===== src/rtl/posit_bitops_pkg.sv =====
package posit_bitops_pkg;

    typedef enum logic [3:0] {
        OP_LT  = 4'd0,
        OP_LE  = 4'd1,
        OP_GT  = 4'd2,
        OP_GE  = 4'd3,
        OP_EQ  = 4'd4,
        OP_NE  = 4'd5,
        OP_NEG = 4'd6,
        OP_ABS = 4'd7,
        OP_MIN = 4'd8,
        OP_MAX = 4'd9
    } pop_e;

    typedef enum logic {
        ST_IDLE = 1'b0,
        ST_LIVE = 1'b1
    } vstate_e;

endpackage


===== src/rtl/posit_nar_detect.sv =====
module posit_nar_detect #(
    parameter int WIDTH = 8
) (
    input  logic [WIDTH-1:0] word,
    output logic             is_nar
);
    localparam logic [WIDTH-1:0] NAR_CODE = {1'b1, {(WIDTH-1){1'b0}}};

    assign is_nar = (word == NAR_CODE);
endmodule


===== src/rtl/posit_order_unit.sv =====
module posit_order_unit #(
    parameter int WIDTH = 8
) (
    input  logic [WIDTH-1:0] lhs,
    input  logic [WIDTH-1:0] rhs,
    output logic             less,
    output logic             same
);
    // Posit words order like two's-complement integers.
    assign less = $signed(lhs) < $signed(rhs);
    assign same = (lhs == rhs);
endmodule


===== src/rtl/posit_sign_unit.sv =====
module posit_sign_unit #(
    parameter int WIDTH = 8
) (
    input  logic [WIDTH-1:0] word,
    output logic [WIDTH-1:0] negated,
    output logic [WIDTH-1:0] magnitude
);
    assign negated   = ~word + {{(WIDTH-1){1'b0}}, 1'b1};
    assign magnitude = word[WIDTH-1] ? negated : word;
endmodule


===== src/rtl/posit_cmp_unit.sv =====
module posit_cmp_unit
    import posit_bitops_pkg::*;
#(
    parameter int WIDTH = 8
) (
    input  logic             clk,
    input  logic             rst_n,
    input  logic             in_valid,
    input  logic [3:0]       op,
    input  logic [WIDTH-1:0] opnd_a,
    input  logic [WIDTH-1:0] opnd_b,
    output logic             out_valid,
    output logic [WIDTH-1:0] result,
    output logic             flag,
    output logic             exc
);
    localparam int               N_OPND   = 2;
    localparam logic [WIDTH-1:0] NAR_CODE = {1'b1, {(WIDTH-1){1'b0}}};

    logic [WIDTH-1:0] opnd [N_OPND];
    logic [N_OPND-1:0] nar;
    logic less, same;
    logic [WIDTH-1:0] neg_a, abs_a;

    assign opnd[0] = opnd_a;
    assign opnd[1] = opnd_b;

    genvar gi;
    generate
        for (gi = 0; gi < N_OPND; gi++) begin : g_nar
            posit_nar_detect #(.WIDTH(WIDTH)) u_nar (
                .word   (opnd[gi]),
                .is_nar (nar[gi])
            );
        end
    endgenerate

    posit_order_unit #(.WIDTH(WIDTH)) u_order (
        .lhs  (opnd_a),
        .rhs  (opnd_b),
        .less (less),
        .same (same)
    );

    posit_sign_unit #(.WIDTH(WIDTH)) u_sign (
        .word      (opnd_a),
        .negated   (neg_a),
        .magnitude (abs_a)
    );

    pop_e             op_e;
    logic             unary;
    logic             nar_hit;
    logic [WIDTH-1:0] res_d;
    logic             flag_d;
    logic             exc_d;

    assign op_e    = pop_e'(op);
    assign unary   = (op_e == OP_NEG) || (op_e == OP_ABS);
    assign nar_hit = unary ? nar[0] : (|nar);

    always_comb begin
        res_d  = '0;
        flag_d = 1'b0;
        exc_d  = 1'b0;
        case (op_e)
            OP_LT:  begin exc_d = nar_hit; flag_d = !nar_hit && less;           end
            OP_LE:  begin exc_d = nar_hit; flag_d = !nar_hit && (less || same); end
            OP_GT:  begin exc_d = nar_hit; flag_d = !nar_hit && !less && !same; end
            OP_GE:  begin exc_d = nar_hit; flag_d = !nar_hit && !less;          end
            OP_EQ:  begin exc_d = nar_hit; flag_d = !nar_hit && same;           end
            OP_NE:  begin exc_d = nar_hit; flag_d = !nar_hit && !same;          end
            OP_NEG: begin exc_d = nar_hit; res_d = neg_a;                       end
            OP_ABS: begin exc_d = nar_hit; res_d = abs_a;                       end
            OP_MIN: begin
                exc_d = nar_hit;
                res_d = nar_hit ? NAR_CODE : (less ? opnd_a : opnd_b);
            end
            OP_MAX: begin
                exc_d = nar_hit;
                res_d = nar_hit ? NAR_CODE : (less ? opnd_b : opnd_a);
            end
            default: begin
                res_d  = '0;
                flag_d = 1'b0;
                exc_d  = 1'b0;
            end
        endcase
    end

    // Controller: accept -> ST_LIVE, drain -> ST_IDLE
    vstate_e state, state_nx;

    always_comb begin
        state_nx = state;
        unique case (state)
            ST_IDLE: state_nx = in_valid ? ST_LIVE : ST_IDLE;
            ST_LIVE: state_nx = in_valid ? ST_LIVE : ST_IDLE;
            default: state_nx = ST_IDLE;
        endcase
    end

    always_ff @(posedge clk or negedge rst_n) begin
        if (!rst_n) state <= ST_IDLE;
        else        state <= state_nx;
    end

    always_ff @(posedge clk or negedge rst_n) begin
        if (!rst_n) begin
            result <= '0;
            flag   <= 1'b0;
            exc    <= 1'b0;
        end else if (in_valid) begin
            result <= res_d;
            flag   <= flag_d;
            exc    <= exc_d;
        end
    end

    assign out_valid = (state == ST_LIVE);

    // result appears one edge after the request
    p_latency_r1: assert property (@(posedge clk) disable iff (!rst_n)
        in_valid |=> out_valid);
    p_drain_r1: assert property (@(posedge clk) disable iff (!rst_n)
        !in_valid |=> !out_valid);
    // negation sums with the operand to zero
    p_neg_sum_r4: assert property (@(posedge clk) disable iff (!rst_n)
        (in_valid && op == OP_NEG) |=> (WIDTH'(result + $past(opnd_a)) == '0));
    // min/max pick one of the inputs
    p_pick_r6: assert property (@(posedge clk) disable iff (!rst_n)
        (in_valid && (op == OP_MIN || op == OP_MAX))
        |=> (result == $past(opnd_a) || result == $past(opnd_b)));
    // exception forces the flag low
    p_nar_flag_r7: assert property (@(posedge clk) disable iff (!rst_n)
        (out_valid && exc) |-> !flag);
    // outputs hold while idle
    p_hold_r10: assert property (@(posedge clk) disable iff (!rst_n)
        !in_valid |=> ($stable(result) && $stable(flag) && $stable(exc)));
endmodule


===== config.mk =====
export PLATFORM = sky130hd
export DESIGN_NAME = posit_cmp_unit
export DESIGN_NICKNAME = d
export VERILOG_FILES = /design/src/rtl/posit_bitops_pkg.sv /design/src/rtl/posit_nar_detect.sv /design/src/rtl/posit_order_unit.sv /design/src/rtl/posit_sign_unit.sv /design/src/rtl/posit_cmp_unit.sv
export SDC_FILE = /design/constraint.sdc
export NUM_CORES = 1
export LEC_CHECK = 0
export BUFFER_PORTS_ARGS = -buffer_cell sky130_fd_sc_hd__buf_2
export CAP_MARGIN = 5
export CELL_PAD_IN_SITES_DETAIL_PLACEMENT = 1
export CELL_PAD_IN_SITES_GLOBAL_PLACEMENT = 1
export CORE_ASPECT_RATIO = 0.7
export CORE_UTILIZATION = 38
export CTS_CLUSTER_SIZE = 16
export DETAILED_ROUTE_END_ITERATION = 6
export PLACE_DENSITY_LB_ADDON = 0.1
export SLEW_MARGIN = 10
export SYNTH_ARGS = -nofsm -noshare
export SYNTH_HDL_FRONTEND = slang
export SYNTH_HIERARCHICAL = 1
export SYNTH_SLANG_ARGS = --single-unit

===== constraint.sdc =====
create_clock -name clk -period 0.9 [get_ports clk]
set_input_delay 0.045 -clock clk [delete_from_list [all_inputs] [get_ports clk]]
set_output_delay 0.045 -clock clk [all_outputs]
set_load 0.05 [all_outputs]

# == Word-level counts from Yosys, hierarchy flattened ==
# Cells that the tools add are included.
# classes
magnitude_cmp,1
n_eq_ne,12
reduce_logical,14
n_bitwise,1
n_mux,10
addsub,1
# ops
op,n
two-way mux 8 bit,5
case mux 8 bit (4 select lines),1
== test 4 x 3 -> 1 bit (second input constant),4
== test 8 bit (second input constant),2
OR reduction 10 bit,1
adder 8 x 1 -> 8 bit (second input constant),1
== test 4 x 2 -> 1 bit (second input constant),2
== test 4 bit (second input constant),2
== test 8 bit,1
< comparator 8 bit,1
inverter 8 bit,1
logical AND 1 bit,6
case mux 1 bit (6 select lines),1
== test 4 x 1 -> 1 bit (second input constant),1
logical NOT 4 bit,1
logical NOT 1 bit,3
two-way mux 1 bit,3
logical OR 1 bit,2
OR reduction 2 bit,1
# word_totals
in_bits,23
ff_bits,11
wordCells,43

# == Logic depth before layout (Yosys ltp) ==
# depth
ltp_word,7
depth_mapped,10
depth_no_buf,10

# == Modules after synthesis ==
# The synthesis kept the hierarchy.
# by_module_without_submodules
mod,area_per_inst_um2,cells_per_inst,seq_area_each_um2,instances
posit_cmp_unit,750.7,77,275.3,1
posit_sign_unit,235.2,31,0.0,1
posit_order_unit,221.5,29,0.0,1
posit_nar_detect,20.0,3,0.0,2

# == Worst setup path after synthesis ==
# Ideal clock, no wire load.
# synth_timing
kind,input to register
start,input port opnd_b[1]
end,register result[7]
cell_stages,10
setup_slack_ns,-0.966
t_arrival_ns,1.742
path_cell_list,inv_1 -> ha_1 -> nor2b_4 -> o211ai_2 -> a21oi_2 -> a21oi_2 -> xnor2_2 -> mux2i_1 -> a21oi_1 -> a211o_2
# synth_between
word_cells_on_any_way,9
classes_between,order compare: 1; eq/ne: 1; mux: 6; reduce/logical: 1
# synth_rtl
element,line,rtl
start: declaration,posit_cmp_unit.sv:11,"input logic [WIDTH-1:0] opnd_b,"
< comparator 8 bit (*),posit_order_unit.sv:10,assign less = $signed(lhs) < $signed(rhs);
net less,posit_cmp_unit.sv:22,"logic less, same;"
"two-way mux 8 bit, on equally long branches (2 in series)","posit_cmp_unit.sv:81, posit_cmp_unit.sv:77",
case mux 8 bit (4 select lines) (*),posit_cmp_unit.sv:66,case (op_e)
end signal: assignment,posit_cmp_unit.sv:114,result <= res_d;
end: declaration,posit_cmp_unit.sv:13,"output logic [WIDTH-1:0] result,"
# The timed path passes the listed nets; every way through them passes the cells marked *.
# A chain may end at the register's enable or synchronous reset.

# == Final worst setup path ==
# layout_timing
start,input port opnd_a[3]
end,register result[7]
# layout_between
word_cells_on_any_way,12
classes_between,add/sub: 1; order compare: 1; eq/ne: 1; mux: 7; bitwise: 1; reduce/logical: 1
# layout_rtl
element,line,rtl
start: declaration,posit_cmp_unit.sv:10,"input logic [WIDTH-1:0] opnd_a,"
inverter 8 bit (*),posit_sign_unit.sv:8,"assign negated = ~word + {{(WIDTH-1){1'b0}}, 1'b1};"
adder 8 x 1 -> 8 bit (*),posit_sign_unit.sv:8,
net neg_a[7],posit_cmp_unit.sv:23,"logic [WIDTH-1:0] neg_a, abs_a;"
two-way mux 8 bit,posit_sign_unit.sv:9,assign magnitude = word[WIDTH-1] ? negated : word;
case mux 8 bit (4 select lines) (*),posit_cmp_unit.sv:66,
# Marks and branches as above.

==> key figures <==
Outcome
  – Run status: complete, but fails checks
  – Failing checks: DRC, setup timing

Synth
  – Post-Syn Instances: 143
  – Post-synthesis register bit count: 11
  – Synth cell types: 38
  – Top post-synthesis cells by count: 20 x inv_1, 11 x dfrtp_1, 10 x ha_1, 10 x mux2i_1, 9 x nor2_1
  – Mapped Area: 0.00125 sq mm
  – Top area cells in the synthesized netlist: dfrtp_1 22%, ha_1 10%, mux2i_1 8.0%
  – Syn avg cell area: 8.72 sq um
  – Post-synth top area share: 22.1%
  – Async set-reset flop share out of synthesis: 100%
  – Ys Warns: 6
  – Number of enable flip-flop cells after synthesis: 0
  – Primary FF master, synth: dfrtp_1
  – Post-Syn Nets: 176
  – Yosys top cell by area: dfrtp_1
  – Top-count cell post-synth: inv_1
  – Seq/Total Area, Yosys: 22.1%

Hold path
  – Hold_sp: in_valid
  – Worst Hold Endpoint: out_valid$_DFF_PN0_
  – HP Class: input pin to flop
  – Hold Path Stages: 2

Power and ir drop
  – PwrDens: 1120 mW/mm^2
  – Lkg Pwr: 0.946 nW
  – VDD IR max: 0.700 mV

Timing
  – # setup viols final: 13
  – Final period utilization: 192%
  – FMAX: 579 MHz
  – Setup WS post-layout: -0.827 ns
  – Unrepaired setup endpoints after global routing: true
  – Setup Skew: 0 ns
  – Worst-Margin Slew: 0.516 ns
  – Worst Hold Slack: 0.205 ns
  – Hold Vio Cnt, Final: 0
  – Minimum clock period: 1.73 ns
  – Slew headroom: 65.5%
  – Slew Viols, Final: 0
  – Sum Neg Setup Slack: -7.16 ns

Detailed routing
  – DRT Wirelength: 6.63 mm
  – Wirelength per Cell: 26.8 microns
  – Via-to-Cell Ratio: 6.22
  – DRC Markers: 2
  – DR iter-0 viols: 64
  – Pre-antenna DRT Iters: 6
  – Routed via count: 1,536
  – Post-DRT Antenna Nets: 0

Place
  – GP Congestion: 0.847
  – DP HPWL: 3.29 mm
  – IO buf count: 33

Setup path
  – Worst R2R End: result[7]$_DFFE_PN0P_
  – Worst r2r path cells: 1
  – Critical Path End Type: flop
  – Worst r2r src: result[7]$_DFFE_PN0P_
  – Max FO, Critical Path: 3
  – WP data required: 1.04 ns
  – R2r setup slk: 0.01 ns
  – Arrival @ worst endpoint: 1.86 ns
  – Critical Path Start: opnd_a[3]
  – Worst Setup Start Kind: input pin
  – Setup Crit Path Kind: input pin to flop

Cells and area
  – Layout cells sized above 1: 55.9%
  – Syn-to-layout area delta: 69.7%
  – Antenna Cells: 0
  – Total Nets Final: 245

GRT
  – Initial antenna violation count: 0
  – First-pass GRT wire length: 8.96 mm
  – Largest net degree at the start of global routing: 16
  – Total GRT Usage: 34.8%
  – GR Overflow Total: 0
  – Vias in the first global route: 1,651

Clock tree
  – Clock buffer depth: 2
  – Skew-Pair Late Insertion Delay: 0.25 ns
  – TritonCTS clock tree: done
  – Sink Count: 11
  – Clock root buffer: clkbuf_8
  – Worst-path clk slew: 0.06 ns
  – Cts bufs inserted: 3
  – H-tree depth: 1

Die
  – Core Rows: 16
  – DIE HEIGHT: 49.9 microns
  – Ports: 34
  – Initial Utilization: 42.1%
  – Die X: 70.5 microns
  – Die outline area: 0.00352 sq mm
  – Core Area: 0.00296 sq mm

Job
  – Max-cap violation count: 0
[cell usage in the layout, fill, tap and decap left out, drive strengths merged]
master	n
a2111oi	1
a211o	1
a21o	1
a21oi	7
a32o	1
and2	1
and4b	2
buf	65
clkbuf	8
dfrtp	11
dlygate4sd3	1
ha	10
inv	20
mux2	7
mux2i	10
nand2	2
nand2b	4
nand3	8
nand3b	1
nand4	3
nor2	9
nor2b	5
nor3	4
nor4	2
o211ai	2
o21ai	2
o221ai	7
o22ai	1
o31a	1
or3	2
or3b	1
xnor2	8
xor2	3
[worst max-delay path, stage by stage]
cell and delay, ns:
buf_2 0.13, or3_4 0.40, or3_4 0.35, nor3_2 0.15
ha_1 0.18, inv_1 0.05, mux2i_1 0.15, nor3_1 0.08
a211o_2 0.32
[flip-flops by register name (all words and copies together), names as in the netlist]
signal and cells:
out_valid 1, flag 1, exc 1, result 8
[power by group]
group	internal [mW]	switching [mW]
registers	0.532	0.0291
clock network	0.315	0.242
logic	0.575	0.685
[logic make-up (layout without fill, tap and decap cells)]
family / count (synthesis) / in the layout / synth area share, %
compound gates: 24 / 24 / 14.9
buf+inv: 26 / 94 / 8.73
simple gates: 44 / 44 / 21.6
fa+ha+maj: 10 / 10 / 10.0
mux: 17 / 17 / 14.3
xor+xnor: 11 / 11 / 8.33
flops: 11 / 11 / 22.1
[per-layer routing]
layer  GRT usage (%)  part of all wire (%)
met5               0                     0
met4            12.6                   5.5
met3            9.00                   9.4
met2            64.7                    49
met1            38.3                    36
[per-stage QoR]
| stage | area [sq um] | total power [mW] | util (%) | cells | setup WS (ns) |
|---|---|---|---|---|---|
| final | 2120 | 2.38 | 71.5 | 247 | -0.827 |
| after global routing | 2120 | 2.46 | 71.5 | 247 | -0.856 |
| after CTS | 1990 | 2.14 | 67.0 | 245 | -0.734 |
| after detailed placement | 1760 | 1.50 | 59.5 | 237 | -1.04 |
| after global placement | 1760 | 1.46 | 59.5 | 237 | -0.944 |
| after floorplan | 1330 | 1.11 | - | 143 | -0.802 |
[worst max-delay path by stage]
stage	slack (ns)	cells after the start	endpoint
3_3_place_gp	-0.94	10	flag$_DFFE_PN0P_
3_5_place_dp	-1.04	11	result[4]$_DFFE_PN0P_
5_1_grt	-0.86	9	result[7]$_DFFE_PN0P_
6_report	-0.83	9	result[7]$_DFFE_PN0P_
2_1_floorplan	-0.80	10	result[7]$_DFFE_PN0P_
4_1_cts	-0.73	11	result[6]$_DFFE_PN0P_
[what timing repair did]
item	4_1_cts	5_1_grt
endpoints found under the hold margin	11	0
hold buffers	1	0
setup buffers	4	2
endpoints found under the setup margin	13	18
pin swaps	9	6
gates resized for setup	31	31
[cell type report]
| type | count | area, sq um |
|---|---|---|
| Clock buffer | 4 | 45.0 |
| Inverter | 20 | 82.6 |
| Multi-Input combinational cell | 106 | 1100 |
| Fill cell | 314 | 846 |
| Sequential cell | 11 | 275 |
| Timing Repair Buffer | 70 | 571 |
| Tap cell | 36 | 45.0 |
Note: power is estimated with default switching activity, not from simulation.
